==> src/rtl/pt_walker_pkg.sv <==
package pt_walker_pkg;
  typedef enum logic [1:0] {
    ST_IDLE  = 2'd0,
    ST_CHECK = 2'd1,
    ST_READ  = 2'd2,
    ST_RESP  = 2'd3
  } walk_state_e;

  typedef enum logic [1:0] {
    CAUSE_NONE = 2'b00,
    CAUSE_LEN  = 2'b01,
    CAUSE_INV  = 2'b10
  } trap_cause_e;
endpackage

==> src/rtl/pt_walker_ctx.sv <==
module pt_walker_ctx #(
  parameter int MA_W  = 32,
  parameter int LEN_W = 21
) (
  input  logic             clk_i,
  input  logic             rst_ni,
  input  logic             load_i,
  input  logic [MA_W-1:0]  base_i,
  input  logic [LEN_W-1:0] len_i,
  output logic [MA_W-1:0]  base_o,
  output logic [LEN_W-1:0] len_o
);
  always_ff @(posedge clk_i or negedge rst_ni) begin
    if (!rst_ni) begin
      base_o <= '0;
      len_o  <= '0;
    end else if (load_i) begin
      base_o <= base_i;
      len_o  <= len_i;
    end
  end
endmodule

==> src/rtl/pt_walker_pte.sv <==
module pt_walker_pte #(
  parameter int PTE_W = 32,
  parameter int OFS_W = 12,
  parameter int VLD_B = 0,
  localparam int FRAME_W = PTE_W - OFS_W,
  localparam int PA_W    = FRAME_W + OFS_W
) (
  input  logic [PTE_W-1:0] pte_i,
  input  logic [OFS_W-1:0] ofs_i,
  output logic             valid_o,
  output logic [PA_W-1:0]  paddr_o
);
  logic [OFS_W-1:0] unused_low;

  assign valid_o    = pte_i[VLD_B];
  assign paddr_o    = {pte_i[PTE_W-1:OFS_W], ofs_i};
  assign unused_low = pte_i[OFS_W-1:0];
endmodule

==> src/rtl/pt_walker_fsm.sv <==
module pt_walker_fsm
  import pt_walker_pkg::*;
#(
  parameter int VA_W  = 32,
  parameter int OFS_W = 12,
  parameter int MA_W  = 32,
  parameter int PA_W  = 32,
  localparam int VPN_W = VA_W - OFS_W,
  localparam int LEN_W = VPN_W + 1
) (
  input  logic             clk_i,
  input  logic             rst_ni,
  input  logic             req_valid_i,
  input  logic [VA_W-1:0]  req_vaddr_i,
  output logic             req_ready_o,
  input  logic [MA_W-1:0]  base_i,
  input  logic [LEN_W-1:0] len_i,
  output logic             mem_rd_o,
  output logic [MA_W-1:0]  mem_addr_o,
  input  logic             mem_rvalid_i,
  output logic [OFS_W-1:0] ofs_o,
  input  logic             pte_valid_i,
  input  logic [PA_W-1:0]  pte_paddr_i,
  output logic             rsp_valid_o,
  output logic [PA_W-1:0]  rsp_paddr_o,
  output logic             rsp_trap_o,
  output logic [1:0]       rsp_cause_o
);
  walk_state_e      state_q;
  trap_cause_e      cause_q;
  logic [VA_W-1:0]  vaddr_q;
  logic [VPN_W-1:0] vpn;
  logic             out_of_range;

  assign vpn          = vaddr_q[VA_W-1:OFS_W];
  assign ofs_o        = vaddr_q[OFS_W-1:0];
  assign out_of_range = {1'b0, vpn} >= len_i;

  assign req_ready_o = (state_q == ST_IDLE);
  assign mem_rd_o    = (state_q == ST_CHECK) && !out_of_range;
  assign mem_addr_o  = base_i + MA_W'(vpn);
  assign rsp_valid_o = (state_q == ST_RESP);
  assign rsp_cause_o = cause_q;

  always_ff @(posedge clk_i or negedge rst_ni) begin
    if (!rst_ni) begin
      state_q     <= ST_IDLE;
      cause_q     <= CAUSE_NONE;
      vaddr_q     <= '0;
      rsp_paddr_o <= '0;
      rsp_trap_o  <= 1'b0;
    end else begin
      unique case (state_q)
        ST_IDLE: if (req_valid_i) begin
          vaddr_q <= req_vaddr_i;
          state_q <= ST_CHECK;
        end
        ST_CHECK: if (out_of_range) begin
          rsp_paddr_o <= '0;
          rsp_trap_o  <= 1'b1;
          cause_q     <= CAUSE_LEN;
          state_q     <= ST_RESP;
        end else begin
          state_q <= ST_READ;
        end
        ST_READ: if (mem_rvalid_i) begin
          rsp_paddr_o <= pte_valid_i ? pte_paddr_i : '0;
          rsp_trap_o  <= !pte_valid_i;
          cause_q     <= pte_valid_i ? CAUSE_NONE : CAUSE_INV;
          state_q     <= ST_RESP;
        end
        default: state_q <= ST_IDLE;
      endcase
    end
  end
endmodule

==> src/rtl/pt_walker.sv <==
module pt_walker #(
  parameter int VA_W  = 32,
  parameter int OFS_W = 12,
  parameter int PTE_W = 32,
  parameter int MA_W  = 32
) (
  input  logic                    clk_i,
  input  logic                    rst_ni,
  input  logic                    ctx_load_i,
  input  logic [MA_W-1:0]         ctx_base_i,
  input  logic [VA_W-OFS_W:0]     ctx_len_i,
  input  logic                    req_valid_i,
  input  logic [VA_W-1:0]         req_vaddr_i,
  output logic                    req_ready_o,
  output logic                    mem_rd_o,
  output logic [MA_W-1:0]         mem_addr_o,
  input  logic                    mem_rvalid_i,
  input  logic [PTE_W-1:0]        mem_rdata_i,
  output logic                    rsp_valid_o,
  output logic [PTE_W-1:0]        rsp_paddr_o,
  output logic                    rsp_trap_o,
  output logic [1:0]              rsp_cause_o
);
  localparam int LEN_W = VA_W - OFS_W + 1;
  localparam int PA_W  = PTE_W;

  logic [MA_W-1:0]  base_q;
  logic [LEN_W-1:0] len_q;
  logic [OFS_W-1:0] cur_ofs;
  logic             pte_valid;
  logic [PA_W-1:0]  pte_paddr;

  pt_walker_ctx #(.MA_W(MA_W), .LEN_W(LEN_W)) u_ctx (
    .clk_i (clk_i), .rst_ni(rst_ni), .load_i(ctx_load_i),
    .base_i(ctx_base_i), .len_i(ctx_len_i), .base_o(base_q), .len_o(len_q)
  );

  pt_walker_pte #(.PTE_W(PTE_W), .OFS_W(OFS_W)) u_pte (
    .pte_i(mem_rdata_i), .ofs_i(cur_ofs), .valid_o(pte_valid), .paddr_o(pte_paddr)
  );

  pt_walker_fsm #(.VA_W(VA_W), .OFS_W(OFS_W), .MA_W(MA_W), .PA_W(PA_W)) u_fsm (
    .clk_i       (clk_i),
    .rst_ni      (rst_ni),
    .req_valid_i (req_valid_i),
    .req_vaddr_i (req_vaddr_i),
    .req_ready_o (req_ready_o),
    .base_i      (base_q),
    .len_i       (len_q),
    .mem_rd_o    (mem_rd_o),
    .mem_addr_o  (mem_addr_o),
    .mem_rvalid_i(mem_rvalid_i),
    .ofs_o       (cur_ofs),
    .pte_valid_i (pte_valid),
    .pte_paddr_i (pte_paddr),
    .rsp_valid_o (rsp_valid_o),
    .rsp_paddr_o (rsp_paddr_o),
    .rsp_trap_o  (rsp_trap_o),
    .rsp_cause_o (rsp_cause_o)
  );
endmodule

==> config.mk <==
export PLATFORM = sky130hd
export DESIGN_NAME = pt_walker
export DESIGN_NICKNAME = d
export VERILOG_FILES = /design/src/rtl/pt_walker_pkg.sv /design/src/rtl/pt_walker_ctx.sv /design/src/rtl/pt_walker_pte.sv /design/src/rtl/pt_walker_fsm.sv /design/src/rtl/pt_walker.sv
export SDC_FILE = /design/constraint.sdc
export NUM_CORES = 1
export LEC_CHECK = 0
export ABC_AREA = 0
export BUFFER_PORTS_ARGS = -buffer_cell sky130_fd_sc_hd__buf_2
export CORE_ASPECT_RATIO = 0.6
export CORE_UTILIZATION = 50
export CTS_BUF_LIST = sky130_fd_sc_hd__clkbuf_8
export CTS_CLUSTER_DIAMETER = 50
export DETAILED_ROUTE_END_ITERATION = 10
export HOLD_SLACK_MARGIN = 0.03
export PLACE_DENSITY = 0.78
export SKIP_CTS_REPAIR_TIMING = 1
export SLEW_MARGIN = 20
export SYNTH_ARGS = -nofsm -noshare
export SYNTH_HDL_FRONTEND = slang
export SYNTH_SLANG_ARGS = --single-unit
==> constraint.sdc <==
create_clock -name clk_i -period 3.6 [get_ports clk_i]
set_input_delay 0.72 -clock clk_i [delete_from_list [all_inputs] [get_ports clk_i]]
set_output_delay 0.72 -clock clk_i [all_outputs]
set_load 0.03 [all_outputs]
==> out/metrics.cfg <==
[run_status]
status = complete, but fails checks
violations = negative setup slack

[grt]
grt_pass1_vias = 4757
antenna_found_initial = 1
grt_usage_pct = 24.1
grt_start_max_net_pins = 56
grt_overflow = 0
grt_pass1_wl_um = 23900

[clocking]
cts_tree = done
htree_num_levels = 4
clock-sinks = 122
clock_latency_ns = 0.44
clkSlewWorstSetupHoldPaths_ns = 0.08
clock_path_buffers = 2
cts_buffers = 17
cts_root_buffer = clkbuf_8

[final_layout]
synthToLayoutAreaGrowth_pct = 30.3
post-route-util_pct = 67.0
diodes = 0
final_cell_mix = buf_2, dfrtp_1, mux2_2
nFillCells = 928
finalNetCount = 921
final_cell_area_mm2 = 0.00811
final_common_cell = buf_2
drive_above_1_share_pct = 45.0
fin_cells = 932

[drt]
drc_errors = 0
drtIter0Drc = 262
firstDrtPassIters = 5
viasPerCell = 5.36
avgRoutedWirePerCell_um = 17.1
routed_wl_um = 15900
antenna_left = 0
vias = 4993

[synthesis]
async_flop_share_pct = 100
synth_cells = 549
syn_nets = 716
ys_types = 47
ys_ff_latch = 122
synth_flop_cell = dfrtp_1
avgSynthCellArea_um2 = 11.3
netlist_area_mm2 = 0.00623
ys_seq_area_share_pct = 49.0
synth-warning-count = 0
synth-edff-count = 0

[die]
fp-row-count = 31
ios = 192
die_y_um = 88.4
dieArea_mm2 = 0.0129
die_x_um = 146
initial_utilization_pct = 51.4
core-area_mm2 = 0.0121

[sta]
slew_headroom_pct = 61.3
max_slew.worst_pin.slew_ns = 0.581
fin_ws_ns = -0.000457
min_period_ns = 3.60
slew_violations = 0
setup_violations = 1
max_freq_ghz = 0.278
period_share_pct = 100
rsz0062_at_grt = true
holdWs_ns = 0.262
hold_viol = 0
skew_ns = 0.0141

[setup_path]
crit_type = flop to primary output
setup.worst_path.start_class = flop
worst_ep_arrival_time_ns = 2.88
path_max_fanout = 5
end_kind = primary output
cp.required_ns = 2.88

[placement]
io_buffers = 180
dp.cells = 882
finalWeightedCongestion = 0.881
place_area_mm2 = 0.00729
dp_hpwl_um = 11400

[power_and_ir_drop]
ir_drop_v = 0.000467
finalPower_uw = 7480
p_leak_uw = 0.00408
powerDensity_mw_per_mm2 = 922

[run]
maxCapViolations = 0

[hold_path]
hp-class = input pin to asynchronous set/reset pin

## state kept, by name, summed over array words and instances (netlist names)
| name | count |
|---|---|
| u_ctx.base_o | 32 |
| u_fsm.rsp_paddr_o | 32 |
| u_fsm.vaddr_q | 32 |
| u_ctx.len_o | 21 |
| u_fsm.rsp_cause_o | 2 |
| u_fsm.state_q | 2 |
| u_fsm.rsp_trap_o | 1 |
## through the flow
step	TNS, ns	setup WS [ns]
5_1_grt	-0.762	-0.108
2_1_floorplan	0	0.454
6_report	-0.000457	-0.000457
4_1_cts	-2.82	-0.329
3_5_place_dp	0	0.197
3_3_place_gp	0	0.228
## layout make-up
cell class / instances / area (µm²) / area share [%]
Inverter: 32 / 120 / 1.48
Clock buffer: 17 / 234 / 2.88
Multi-Input combinational cell: 374 / 3190 / 39.3
Sequential cell: 122 / 3060 / 37.7
Tap cell: 165 / 206 / 2.54
Timing Repair Buffer: 207 / 1170 / 14.4
Clock inverter: 15 / 143 / 1.76
## routing by layer
metal / share of wire (%) / GRT usage [%]
met1: 46 / 32.7
met2: 46 / 37.6
met3: 7.7 / 7.63
met4: 0.68 / 6.63
met5: 0 / 0
## worst max-delay path: stages, from the launching register on
cell and delay, ns:
dfrtp_1 0.42, ha_4 0.16, inv_2 0.04, fa_2 0.37, nand2b_4 0.17, a21oi_4 0.19, o31a_1 0.26, o21a_1 0.20
a31oi_4 0.14, nand2b_4 0.19, xnor2_2 0.17, buf_6 0.15
## path summary, 6_finish.rpt
path / start / end / slack [ns] / cells past startpoint
worst max-delay path: u_fsm.vaddr_q[12]$_DFFE_PN0P_ / mem_addr_o[26] / -0.0005 / 11
worst min-delay path: rst_ni / u_fsm.vaddr_q[17]$_DFFE_PN0P_ / 0.26 / 1
worst max register to register: u_fsm.vaddr_q[22]$_DFFE_PN0P_ / u_fsm.rsp_paddr_o[19]$_DFFE_PN0P_ / 0.91 / 8
worst min register to register: u_fsm.vaddr_q[9]$_DFFE_PN0P_ / u_fsm.rsp_paddr_o[9]$_DFFE_PN0P_ / 0.50 / 1
max in group asynchronous: rst_ni / u_fsm.vaddr_q[24]$_DFFE_PN0P_ / 2.32 / 2
min in group clk_i: ctx_len_i[19] / u_ctx.len_o[19]$_DFFE_PN0P_ / 0.49 / 3
## where the power goes
part           total [µW]  internal (µW)  switching [µW]
Combinational        4190           1670            2520
Sequential           2120           1780             339
Clock                1170            557             615
Total                7480           4010            3480
## cells in the mapped netlist (all sizes together) (3+ instances only)
| master | number | area share [%] |
|---|---|---|
| a21o | 17 | 2.0 |
| a21oi | 27 | 2.2 |
| a22o | 33 | 4.6 |
| a31oi | 4 | 0.40 |
| and3 | 3 | 0.30 |
| buf | 14 | 1.4 |
| clkbuf | 7 | 0.42 |
| dfrtp | 122 | 49 |
| ha | 44 | 8.8 |
| inv | 32 | 1.9 |
| mux2 | 66 | 12 |
| nand2 | 43 | 2.6 |
| nand2b | 8 | 0.80 |
| nand4 | 6 | 0.60 |
| nor2 | 22 | 1.3 |
| nor2b | 4 | 0.40 |
| nor3 | 5 | 0.40 |
| o211ai | 5 | 0.68 |
| o21ai | 34 | 2.7 |
| xnor2 | 16 | 2.3 |
| xor2 | 13 | 1.8 |
## kinds of logic after synthesis
| logic type | Yosys count | share of synthesized area, % |
|---|---|---|
| AOI/OAI and AO/OA | 134 | 14.6 |
| DFF | 122 | 49.0 |
| and+or+nand+nor | 100 | 7.44 |
| muxes | 66 | 11.9 |
| buffers and inverters | 53 | 3.72 |
| adders and majority gates | 45 | 9.16 |
| xor gates and xnor gates | 29 | 4.08 |
(Power assumes the default switching activity.)
